==> src/rtl/blit_pkg.sv <==
package blit_pkg;
  localparam int TRIG_BIT = 2;
  localparam int DST_LSB  = 3;
  localparam int SRC_W    = 24;
  localparam int LEN_LSB  = 24;
  localparam int LEN_W    = 5;
  localparam int CNT_W    = LEN_W + 1;

  typedef enum logic {
    OP_COPY = 1'b0,
    OP_FILL = 1'b1
  } op_kind_e;
endpackage

==> src/rtl/blit_regs.sv <==
module blit_regs
  import blit_pkg::*;
#(
  parameter int AW  = 20,
  parameter int BAW = AW + DST_LSB
) (
  input  logic             clk,
  input  logic             rst_n,
  input  logic             cfg_deep,
  input  logic             cfg_ctl,
  input  logic             wr_valid,
  output logic             wr_ready,
  input  logic [BAW-1:0]   wr_addr,
  input  logic [31:0]      wr_data,
  input  logic             rd_req,
  output logic             rd_ack,
  output logic [31:0]      rd_data,
  input  logic             busy,
  output logic             start,
  output op_kind_e         st_kind,
  output logic             st_deep,
  output logic             st_ctl,
  output logic [AW-1:0]    st_dst,
  output logic [AW-1:0]    st_src,
  output logic [CNT_W-1:0] st_cnt,
  output logic [23:0]      colour
);
  logic accept;
  logic is_trig;
  logic unused_bits;

  assign wr_ready = !busy;
  assign accept   = wr_valid && wr_ready;
  assign is_trig  = wr_addr[TRIG_BIT];
  assign start    = accept && is_trig;

  assign st_kind = (wr_data[SRC_W-1:0] == {SRC_W{1'b1}}) ? OP_FILL : OP_COPY;
  assign st_deep = cfg_deep;
  assign st_ctl  = cfg_ctl;
  assign st_dst  = wr_addr[DST_LSB +: AW];
  assign st_src  = wr_data[AW-1:0];
  assign st_cnt  = CNT_W'(wr_data[LEN_LSB +: LEN_W]) + CNT_W'(1);

  assign unused_bits = ^{wr_data[31:29], wr_addr[1:0]};

  always_ff @(posedge clk) begin
    if (!rst_n) begin
      colour <= '0;
      rd_ack <= 1'b0;
    end else begin
      rd_ack <= rd_req;
      if (accept && !is_trig) colour <= wr_data[23:0];
    end
  end

  assign rd_data = '0;

  // an accepted trigger makes the sequencer busy in the next cycle
  a_r2_start_busy: assert property (@(posedge clk) disable iff (!rst_n)
    start |=> busy);

  // a response only follows a request
  a_r9_ack_follows: assert property (@(posedge clk) disable iff (!rst_n)
    rd_ack |-> $past(rd_req));
endmodule

==> src/rtl/blit_seq.sv <==
module blit_seq
  import blit_pkg::*;
#(
  parameter int AW = 20
) (
  input  logic             clk,
  input  logic             rst_n,
  input  logic             start,
  input  op_kind_e         st_kind,
  input  logic             st_deep,
  input  logic             st_ctl,
  input  logic [AW-1:0]    st_dst,
  input  logic [AW-1:0]    st_src,
  input  logic [CNT_W-1:0] st_cnt,
  input  logic [23:0]      colour,
  output logic             busy,
  output logic             done,
  output logic             mem_re,
  output logic [AW-1:0]    mem_raddr,
  input  logic [7:0]       mem_rd8,
  input  logic [31:0]      mem_rdw,
  input  logic [31:0]      mem_rdc,
  output logic             mem_we8,
  output logic             mem_we_w,
  output logic             mem_we_c,
  output logic [AW-1:0]    mem_waddr,
  output logic [7:0]       mem_wd8,
  output logic [31:0]      mem_wdw,
  output logic [31:0]      mem_wdc
);
  op_kind_e         kind_q;
  logic             deep_q, ctl_q;
  logic [AW-1:0]    dst_q, src_q;
  logic [CNT_W-1:0] cnt_q, step, last_step, widx;
  logic [23:0]      col_q;
  logic             wr_phase;

  // forwarding of a write that collided with a read in the previous cycle
  logic             byp_hit;
  logic [7:0]       byp8;
  logic [31:0]      bypw, bypc;

  assign last_step = (kind_q == OP_FILL) ? cnt_q - CNT_W'(1) : cnt_q;

  assign mem_re    = busy && (kind_q == OP_COPY) && (step < cnt_q);
  assign mem_raddr = src_q + AW'(step);

  assign wr_phase  = busy && ((kind_q == OP_FILL) ? (step < cnt_q) : (step != '0));
  assign widx      = (kind_q == OP_FILL) ? step : step - CNT_W'(1);
  assign mem_waddr = dst_q + AW'(widx);

  assign mem_we8   = wr_phase;
  assign mem_we_w  = wr_phase && deep_q;
  assign mem_we_c  = wr_phase && deep_q && ctl_q;

  always_comb begin
    if (kind_q == OP_FILL) begin
      mem_wd8 = col_q[7:0];
      mem_wdw = {8'h00, col_q};
      mem_wdc = {8'h00, col_q};
    end else if (byp_hit) begin
      mem_wd8 = byp8;
      mem_wdw = bypw;
      mem_wdc = bypc;
    end else begin
      mem_wd8 = mem_rd8;
      mem_wdw = mem_rdw;
      mem_wdc = mem_rdc;
    end
  end

  always_ff @(posedge clk) begin
    if (!rst_n) begin
      busy    <= 1'b0;
      done    <= 1'b0;
      kind_q  <= OP_COPY;
      deep_q  <= 1'b0;
      ctl_q   <= 1'b0;
      dst_q   <= '0;
      src_q   <= '0;
      cnt_q   <= '0;
      col_q   <= '0;
      step    <= '0;
      byp_hit <= 1'b0;
      byp8    <= '0;
      bypw    <= '0;
      bypc    <= '0;
    end else begin
      done    <= busy && (step == last_step);
      byp_hit <= mem_re && mem_we8 && (mem_raddr == mem_waddr);
      byp8    <= mem_wd8;
      bypw    <= mem_wdw;
      bypc    <= mem_wdc;
      if (start) begin
        busy   <= 1'b1;
        kind_q <= st_kind;
        deep_q <= st_deep;
        ctl_q  <= st_ctl;
        dst_q  <= st_dst;
        src_q  <= st_src;
        cnt_q  <= st_cnt;
        col_q  <= colour;
        step   <= '0;
      end else if (busy) begin
        step <= step + CNT_W'(1);
        if (step == last_step) busy <= 1'b0;
      end
    end
  end

  // done comes right after the busy period and lasts one cycle
  a_r8_done_after_busy: assert property (@(posedge clk) disable iff (!rst_n)
    done |-> ($past(busy) && !busy));
  a_r8_done_single: assert property (@(posedge clk) disable iff (!rst_n)
    done |=> !done);

  // consecutive pixel writes move to the next ascending index
  a_r3_write_ascend: assert property (@(posedge clk) disable iff (!rst_n)
    (mem_we8 && $past(mem_we8)) |-> (mem_waddr == $past(mem_waddr) + AW'(1)));

  // consecutive copy reads move to the next ascending index
  a_r4_read_ascend: assert property (@(posedge clk) disable iff (!rst_n)
    (mem_re && $past(mem_re)) |-> (mem_raddr == $past(mem_raddr) + AW'(1)));

  // the deep plane is only written together with the 8-bit plane
  a_r5_deep_with_pix: assert property (@(posedge clk) disable iff (!rst_n)
    mem_we_w |-> mem_we8);

  // the control plane is only written together with the deep plane
  a_r6_ctl_with_deep: assert property (@(posedge clk) disable iff (!rst_n)
    mem_we_c |-> mem_we_w);
endmodule

==> src/rtl/blit_engine.sv <==
module blit_engine
  import blit_pkg::*;
#(
  parameter int AW  = 20,
  parameter int BAW = AW + DST_LSB
) (
  input  logic           clk,
  input  logic           rst_n,
  input  logic           cfg_deep,
  input  logic           cfg_ctl,
  input  logic           wr_valid,
  output logic           wr_ready,
  input  logic [BAW-1:0] wr_addr,
  input  logic [31:0]    wr_data,
  input  logic           rd_req,
  output logic           rd_ack,
  output logic [31:0]    rd_data,
  output logic           busy,
  output logic           done,
  output logic           mem_re,
  output logic [AW-1:0]  mem_raddr,
  input  logic [7:0]     mem_rd8,
  input  logic [31:0]    mem_rdw,
  input  logic [31:0]    mem_rdc,
  output logic           mem_we8,
  output logic           mem_we_w,
  output logic           mem_we_c,
  output logic [AW-1:0]  mem_waddr,
  output logic [7:0]     mem_wd8,
  output logic [31:0]    mem_wdw,
  output logic [31:0]    mem_wdc
);
  logic             start;
  op_kind_e         st_kind;
  logic             st_deep, st_ctl;
  logic [AW-1:0]    st_dst, st_src;
  logic [CNT_W-1:0] st_cnt;
  logic [23:0]      colour;

  blit_regs #(.AW(AW), .BAW(BAW)) u_regs (
    .clk      (clk),
    .rst_n    (rst_n),
    .cfg_deep (cfg_deep),
    .cfg_ctl  (cfg_ctl),
    .wr_valid (wr_valid),
    .wr_ready (wr_ready),
    .wr_addr  (wr_addr),
    .wr_data  (wr_data),
    .rd_req   (rd_req),
    .rd_ack   (rd_ack),
    .rd_data  (rd_data),
    .busy     (busy),
    .start    (start),
    .st_kind  (st_kind),
    .st_deep  (st_deep),
    .st_ctl   (st_ctl),
    .st_dst   (st_dst),
    .st_src   (st_src),
    .st_cnt   (st_cnt),
    .colour   (colour)
  );

  blit_seq #(.AW(AW)) u_seq (
    .clk       (clk),
    .rst_n     (rst_n),
    .start     (start),
    .st_kind   (st_kind),
    .st_deep   (st_deep),
    .st_ctl    (st_ctl),
    .st_dst    (st_dst),
    .st_src    (st_src),
    .st_cnt    (st_cnt),
    .colour    (colour),
    .busy      (busy),
    .done      (done),
    .mem_re    (mem_re),
    .mem_raddr (mem_raddr),
    .mem_rd8   (mem_rd8),
    .mem_rdw   (mem_rdw),
    .mem_rdc   (mem_rdc),
    .mem_we8   (mem_we8),
    .mem_we_w  (mem_we_w),
    .mem_we_c  (mem_we_c),
    .mem_waddr (mem_waddr),
    .mem_wd8   (mem_wd8),
    .mem_wdw   (mem_wdw),
    .mem_wdc   (mem_wdc)
  );

  // no write is accepted while an operation runs
  a_r7_stall_busy: assert property (@(posedge clk) disable iff (!rst_n)
    (busy && $past(busy)) |-> !wr_ready);
endmodule

==> config.mk <==
export PLATFORM = sky130hd
export DESIGN_NAME = blit_engine
export DESIGN_NICKNAME = d
export VERILOG_FILES = /design/src/rtl/blit_pkg.sv /design/src/rtl/blit_regs.sv /design/src/rtl/blit_seq.sv /design/src/rtl/blit_engine.sv
export SDC_FILE = /design/constraint.sdc
export NUM_CORES = 1
export LEC_CHECK = 0
export BUFFER_PORTS_ARGS = -buffer_cell sky130_fd_sc_hd__buf_4
export CORE_MARGIN = 5
export CORE_UTILIZATION = 57
export DETAILED_ROUTE_END_ITERATION = 10
export PLACE_DENSITY_LB_ADDON = 0.15
export SLEW_MARGIN = 20
export SYNTH_ARGS = -nofsm -noshare
export SYNTH_HDL_FRONTEND = slang
export SYNTH_HIERARCHICAL = 1
export SYNTH_SLANG_ARGS = --single-unit
==> constraint.sdc <==
create_clock -name clk -period 11.6 [get_ports clk]
set_input_delay 1.16 -clock clk [delete_from_list [all_inputs] [get_ports clk]]
set_output_delay 1.16 -clock clk [all_outputs]
set_load 0.02 [all_outputs]
Yosys cells after proc, flatten, opt, wreduce, memory -nomap -nowiden:

Index checks and enable logic that the tools add are counted.

* $add $sub $neg: 6
* magnitude comparators: 1
* equality and inequality tests: 3
* multiplexer cells: 13
* bitwise gates (word level): 2
* reduce and logical (&&, ||, !) cells: 15

Operators with widths (number)
* $mux 32: 4
* $add 20x6->20: 2
* $eq 24x24->1 const B: 1
* $eq 20x20->1: 1
* $mux 8: 2
* $mux 6: 2
* $sub 6x1->6 const B: 2
* $logic_and 1x1->1: 11
* $add 5x1->6 const B: 1
* $add 6x1->6 const B: 1
* $eq 6x6->1: 1
* $lt 6x6->1: 1
* $reduce_bool 6->1: 1
* $mux 1: 5
* $logic_not 1->1: 2
* $not 1->1: 2
* $reduce_or 2->1: 1

* bits in registers: 179
* input bits: 133
* output and inout bits: 152
* word-level logic and storage cells: 56

Logic depth before layout (Yosys ltp):

Gate-level depths: netlist (run 1).

* depth after elaboration: 6
* mapped depth: 15
* depth with buffers taken out: 14

Hierarchy:

The synthesis (run 1) kept the hierarchy.

By module, submodules not included
* blit_seq: instances 1, cells each 930, area an instance 8341.8 um^2, sequential area each 3083.0 um^2
* blit_regs: instances 1, cells each 202, area an instance 1622.8 um^2, sequential area each 500.5 um^2

Worst setup path before layout (run 1):

OpenSTA, ideal clock, no wires.

* path kind: reg2out
* start point: register u_seq.kind_q
* end point: output mem_waddr[14]
* arrival: 2.849 ns
* data required time: 10.440 ns
* setup slack: 7.591 ns
* stages on the path, launching flop included: 13
* buffers on the path: 3
* cells stage by stage: dfxtp_1 -> buf_6 -> clkbuf_1 -> buf_1 -> xnor2_1 -> ha_1 -> inv_1 -> fa_1 -> nor2b_1 -> o31a_1 -> or3_1 -> nand3_1 -> xnor2_1

* cells in the longest elaborated chain, start to end: 2

RTL lines
* start: declaration: line blit_seq.sv:31 `op_kind_e kind_q;`
* start signal: assignment: line blit_seq.sv:96 `kind_q <= st_kind;`
* $mux 6: line blit_seq.sv:49 `assign widx = (kind_q == OP_FILL) ? step : step - CNT_W'(1);`
* $add 20x6->20: line blit_seq.sv:50 `assign mem_waddr = dst_q + AW'(widx);`
* end: declaration: line blit_engine.sv:28 `output logic [AW-1:0] mem_waddr,`

Every way passes these cells.

Worst setup path after layout (run 1):

* start point: register u_seq.step[1]
* end point: output mem_waddr[16]

* cells in the longest elaborated chain, start to end: 3

RTL lines
* start: declaration: line blit_seq.sv:34 `logic [CNT_W-1:0] cnt_q, step, last_step, widx;`
* start signal: assignment: line blit_seq.sv:105 `step <= step + CNT_W'(1);`
* $sub 6x1->6: line blit_seq.sv:49
* $mux 6 *: line blit_seq.sv:49
* $add 20x6->20 *: line blit_seq.sv:50

Mark *: on every way between the ends. The rest lies on a longest branch, timed or not.

==> results of run 1 <==
==> path summary, 6_finish.rpt <==
check | from | endpoint | slack (ns) | cells after the start
setup / recovery | u_seq/step[1]$_SDFFE_PP0P_ | mem_waddr[16] | 6.85 | 11
hold reg to reg | u_regs/colour[4]$_SDFFE_PN0P_ | u_regs/colour[4]$_SDFFE_PN0P_ | 0.46 | 2
setup reg to reg | u_seq/step[1]$_SDFFE_PP0P_ | u_seq/byp_hit$_SDFF_PN0_ | 7.58 | 12
hold / removal | u_regs/colour[4]$_SDFFE_PN0P_ | u_regs/colour[4]$_SDFFE_PN0P_ | 0.46 | 2
==> cell families after synthesis <==
group | share of synthesized area
fa+ha+maj | 0.0329
xor+xnor | 0.0665
other cells | 0.000376
compound gates | 0.0908
mux | 0.0934
simple gates | 0.264
flops | 0.360
buf+inv | 0.0919
==> layout by cell type, fill, tap and decap left out, types with 3 or more instances in the layout <==
cell type and instances:
a211oi_1 59, a21boi_0 4, a21boi_1 20, a21o_1 5
a21oi_1 12, and2_1 78, and3_1 8, buf_4 252
clkbuf_16 17, clkinvlp_4 4, conb_1 32, dfxtp_1 177
ha_1 23, inv_1 21, inv_8 3, mux2i_1 93
nand2_1 64, nand2b_1 6, nand3_1 18, nand4_1 12
nor2_1 97, nor2b_1 155, nor3_1 11, nor4_1 4
o21a_1 4, o21ai_0 9, or3_1 4, xnor2_1 33
xor2_1 31
==> flip-flops by register name (all words and copies together) (netlist names), 6 cells and up <==
register,flops
u_seq/cnt_q,6
u_seq/step,6
u_seq/src_q,20
u_seq/bypc,32
u_seq/dst_q,20
u_seq/col_q,24
u_regs/colour,24
u_seq/bypw,32
u_seq/byp8,8
==> critical path: cells and delay by family, from the launching register on <==
| family | cells | cell delay [ns] |
|---|---|---|
| AND/OR/NAND/NOR | 3 | 0.50 |
| XOR/XNOR | 1 | 0.33 |
| AO/OA/AOI/OAI | 1 | 0.28 |
| adder cells (fa/ha/maj) | 2 | 0.76 |
| buffers and inverters | 3 | 0.46 |
| multiplexers | 1 | 0.22 |
| flip-flops | 1 | 0.60 |
==> per-stage QoR <==
step,power (mW),utilization
3_3_place_gp,0.946,0.663
2_1_floorplan,0.864,-
6_report,1.50,0.697
5_1_grt,1.57,0.697
4_1_cts,1.51,0.697
3_5_place_dp,0.951,0.663
==> per-layer routing <==
metal	vias up	track usage	part of all wire
met5	-	0	0
met4	0	0.0742	0.021
met3	33	0.0497	0.078
met1	3709	0.318	0.44
met2	274	0.384	0.47
li1	4001	-	-
==> report_power, final <==
part	switching, mW	internal (mW)	leakage [nW]
Combinational	0.146	0.132	3.41
Clock	0.258	0.303	0.272
Sequential	0.0177	0.642	1.47
Total	0.421	1.08	5.16
==> area by class of cell <==
class	instances	area share
multi-input cells	823	0.465
clock buffers	18	0.0357
clock inverters	14	0.0125
flip-flops and latches	179	0.299
inverters	21	0.00656
well taps	225	0.0234
repair buffers	252	0.158
==> cells in the mapped netlist (20+ instances only) <==
cell | n | area (sq um)
clkbuf_1 | 48 | 180
a21boi_1 | 20 | 150
xnor2_1 | 33 | 289
ha_1 | 23 | 288
inv_1 | 21 | 78.8
and2_1 | 78 | 488
mux2i_1 | 93 | 931
buf_4 | 74 | 556
nand2_1 | 64 | 240
xor2_1 | 31 | 272
nor2_1 | 97 | 364
a211oi_1 | 59 | 443
dfxtp_1 | 179 | 3580
nor2b_1 | 155 | 970
==> impl_metrics.env, run 1 <==
export IMPL_status="complete, no violations"
export IMPL_clockRootBuffer="clkbuf_16"
export IMPL_critical_path_required_ns=10.44
export IMPL_crit_fanout=10
export IMPL_nets=1452
export IMPL_antenna_violating_nets_post_route=0
export IMPL_grt_total_usage=0.237
export IMPL_slowest_stage="dfxtp_1"
export IMPL_cpPeakStageDelay_ns=0.60
export IMPL_place_area_sq_um=11400
export IMPL_tightest_slew_ns=1.06
export IMPL_final_area_sq_um=12000
export IMPL_synth_edf_count=0
export IMPL_post_cts_buffers=0
export IMPL_place_inst=1500
export IMPL_port_buffer_count=247
export IMPL_start_util=0.578
export IMPL_yosysWarnings=6
export IMPL_die_width_um=142
export IMPL_coreArea_sq_um=17200
export IMPL_grt_pass1_vias=7573
export IMPL_syn_area_sq_um=9960
export IMPL_max_slew_margin=0.291
export IMPL_vias_per_cell=5.23
export IMPL_clockBufferDepth=2
export IMPL_clk_insertion_delay_late_ns=0.42
export IMPL_path_common_cell="inv_1"
export IMPL_firstDrtPassIters=4
export IMPL_synth_ff_type="dfxtp_1"
export IMPL_rows=48
export IMPL_hold_ws_ns=0.457
export IMPL_cts_reportedPaths_clkPinSlew_ns=0.07
export IMPL_numCtsBuffers=17
export IMPL_avgSynthCellArea_sq_um=8.80
export IMPL_cp_arrival_ns=3.59
export IMPL_grt_antenna_before_repair=0
export IMPL_grt_overflow_total=0
export IMPL_fin_crit_ns=4.75
export IMPL_critPathLaunchType="flip-flop"
export IMPL_rsz0062_at_grt="false"
export IMPL_multiInputGateArea_sq_um=5590
export IMPL_p_leak_nw=5.16
export IMPL_areaGrowthSynthToFinish_pct=20.5
export IMPL_power_density_nw_per_um2=125
export IMPL_grt_first_pass_wirelength_um=38800
export IMPL_antenna_cells=0
export IMPL_die_area_sq_um=20200
export IMPL_seqCellArea_sq_um=3590
export IMPL_wl_per_cell_um=16.2
export IMPL_crit_type="flip-flop to output pin"
export IMPL_cts_hold_buf=0
export IMPL_fill_cells=1435
export IMPL_setup_slack_ns=6.85
export IMPL_grt_max_degree=111
export IMPL_fin_skew_ns=0.0105
export IMPL_dp_worst_setup_slack_ns=7.35
export IMPL_endpoint_kind="output pin"
export IMPL_finalNonFillerCells=1532
export IMPL_fmax_mhz=210
export IMPL_dp_hpwl_um=18000
export IMPL_gp_congestion=0.835
export IMPL_period_share=0.410
export IMPL_syn_inst=1132
export IMPL_cts_tree="yes"
export IMPL_hold_viol_final=0
export IMPL_async_reset_ff_frac=0
export IMPL_cp_cell_sequence="inv_1, ha_1, mux2i_1, inv_1, fa_1, nor2b_1, o31a_1, or3_1, nand3_1, xnor2_1, buf_4"
export IMPL_maxCapViolations=0
export IMPL_drtIter0Drc=482
export IMPL_ys_seq_elements=179
export IMPL_clock_sinks=179
export IMPL_hold_class="flip-flop to flip-flop"
export IMPL_ir_worst_vdd_mv=0.110
export IMPL_vias=8017
export IMPL_setup_viol=0
export IMPL_report_final_slew_viol_count=0
export IMPL_routed_wl_um=24800
export IMPL_drive_gt1_frac=0.229
export IMPL_htree_num_levels=4
export IMPL_tns_ns=0
export IMPL_chipHeight_um=142
export IMPL_yosysUniqueCellTypes=63
export IMPL_drc=0
export IMPL_cts_resized=0
export IMPL_ys_seq_area_frac=0.360
export IMPL_io_pins=285
Power figures use the tool's default switching activity.
==> run 2: changes to the inputs <==
--- a/config.mk
+++ b/config.mk
@@ -7,7 +7,7 @@
 export LEC_CHECK = 0
 export BUFFER_PORTS_ARGS = -buffer_cell sky130_fd_sc_hd__buf_4
 export CORE_MARGIN = 5
-export CORE_UTILIZATION = 57
+export CORE_UTILIZATION = 53
 export DETAILED_ROUTE_END_ITERATION = 10
 export PLACE_DENSITY_LB_ADDON = 0.15
 export SLEW_MARGIN = 20
==> constraint.sdc (replaced) <==
create_clock -name clk -period 4.95 [get_ports clk]
set_input_delay 0.495 -clock clk [delete_from_list [all_inputs] [get_ports clk]]
set_output_delay 0.495 -clock clk [all_outputs]
set_load 0.02 [all_outputs]
==> impl_metrics.env, run 2 (synthesis results as in run 1) <==
export IMPL_antenna_cells=0
export IMPL_critical_path_required_ns=4.45
export IMPL_ir_worst_vdd_mv=0.261
export IMPL_cts_hold_buf=0
export IMPL_rsz0062_at_grt="false"
export IMPL_critPathLaunchType="flip-flop"
export IMPL_report_final_slew_viol_count=0
export IMPL_status="complete, no violations"
export IMPL_layout_common_cells="254 x buf_4, 177 x dfxtp_1, 155 x nor2b_1"
export IMPL_start_util=0.536
export IMPL_rows=50
export IMPL_maxCapViolations=0
export IMPL_drive_gt1_frac=0.230
export IMPL_final_common_cell="buf_4"
export IMPL_dp_hpwl_um=18100
export IMPL_clockBufferDepth=2
export IMPL_min_delay_path_depth=2
export IMPL_firstDrtPassIters=4
export IMPL_crit_fanout=10
export IMPL_grt_antenna_before_repair=0
export IMPL_post_cts_buffers=0
export IMPL_p_sw_mw=1.01
export IMPL_fmax_mhz=250
export IMPL_rrSetupSlack_ns=1.06
export IMPL_grt_total_usage=0.219
export IMPL_p_leak_nw=5.18
export IMPL_p_int_mw=2.54
export IMPL_tns_ns=0
export IMPL_vias=7935
export IMPL_combPwrFrac=0.184
export IMPL_tightest_slew_ns=1.03
export IMPL_endpoint_kind="output pin"
export IMPL_fin_skew_ns=0.00928
export IMPL_max_slew_margin=0.316
export IMPL_fin_crit_ns=4.00
export IMPL_dp_worst_setup_slack_ns=1.09
export IMPL_die_area_sq_um=21600
export IMPL_fill_cells=1607
export IMPL_setup_slack_ns=0.946
export IMPL_io_pins=285
export IMPL_multiInputGateArea_sq_um=5590
export IMPL_drtIter0Drc=365
export IMPL_grt_pass1_vias=7606
export IMPL_hold_viol_final=0
export IMPL_place_inst=1511
export IMPL_grt_overflow_total=0
export IMPL_period_share=0.809
export IMPL_clock_sinks=179
export IMPL_seqCellArea_sq_um=3590
export IMPL_p_sw_frac=0.285
export IMPL_port_buffer_count=247
export IMPL_cp_arrival_ns=3.51
export IMPL_vias_per_cell=5.14
export IMPL_antenna_violating_nets_post_route=0
export IMPL_clkPwrFrac=0.381
export IMPL_setup_viol=0
export IMPL_seqPwrFrac=0.435
export IMPL_gp_congestion=0.861
export IMPL_reg_top3="u_seq/bypc: 32 flops, u_seq/bypw: 32 flops"
export IMPL_chipHeight_um=147
export IMPL_grt_max_degree=130
export IMPL_die_width_um=147
export IMPL_power_density_nw_per_um2=294
export IMPL_numCtsBuffers=17
export IMPL_p_total_mw=3.55
export IMPL_clockRootBuffer="clkbuf_16"
export IMPL_htree_num_levels=4
export IMPL_wl_per_cell_um=16.0
export IMPL_clk_insertion_delay_late_ns=0.43
export IMPL_routed_wl_um=24700
export IMPL_reg2reg_depth=14
export IMPL_crit_type="flip-flop to output pin"
export IMPL_areaGrowthSynthToFinish_pct=20.9
export IMPL_nets=1454
export IMPL_cts_resized=0
export IMPL_finalNonFillerCells=1543
export IMPL_hold_class="input pin to flip-flop"
export IMPL_hold_ws_ns=0.284
export IMPL_cts_reportedPaths_clkPinSlew_ns=0.07
export IMPL_grt_first_pass_wirelength_um=38700
export IMPL_coreArea_sq_um=18600
export IMPL_cts_tree="yes"
export IMPL_drc=0
[run 2: cell count changes in the layout (fill, tap and decap cells not counted), sizes merged]
cell	previous run	this run
inv	26	29
clkinvlp	4	1
buf	252	254
[run 2: layout make-up]
type	count	share of cell area
inverter	21	0.00654
multi-input combinational	823	0.464
clock buffer	18	0.0356
timing repair buffer	254	0.158
tap	234	0.0243
clock inverter	14	0.0135
sequential	179	0.298
[run 2: routing by layer]
| metal | GRT usage | vias up | part of all wire |
|---|---|---|---|
| met5 | 0 | - | 0 |
| met4 | 0.0774 | 0 | 0.027 |
| met3 | 0.0534 | 37 | 0.071 |
| met2 | 0.357 | 239 | 0.46 |
| met1 | 0.283 | 3656 | 0.44 |
| li1 | - | 4003 | - |
[run 2: final timing paths]
path / start / endpoint
min reg2reg: u_regs/colour[0]$_SDFFE_PN0P_ / u_regs/colour[0]$_SDFFE_PN0P_
min: rd_req / u_regs/rd_ack$_SDFF_PN0_
max: u_seq/step[1]$_SDFFE_PP0P_ / mem_waddr[16]
max reg2reg: u_seq/step[1]$_SDFFE_PP0P_ / u_seq/byp_hit$_SDFF_PN0_
[run 2: power groups by stage]
stage	Clock (mW)	Combinational [mW]	Sequential [mW]
floorplan	0	0.458	1.57
global placement	0	0.645	1.57
detailed placement	0	0.654	1.58
CTS	1.38	0.657	1.54
global route	1.44	0.710	1.55
finish	1.35	0.653	1.54
[run 2: through the flow]
step            util  area, sq um
2_1_floorplan      -        10100
3_3_place_gp   0.617        11500
3_5_place_dp   0.617        11500
4_1_cts        0.648        12000
5_1_grt        0.648        12000
6_report       0.648        12000
[run 2: worst max-delay path, cell delays in order, from the launching register on]
cell	delay [ns]
dfxtp_1	0.58
inv_1	0.15
ha_1	0.32
mux2i_1	0.19
inv_1	0.09
fa_1	0.44
nor2b_1	0.17
o31a_1	0.28
or3_1	0.23
nand3_1	0.12
xnor2_1	0.31
buf_4	0.21
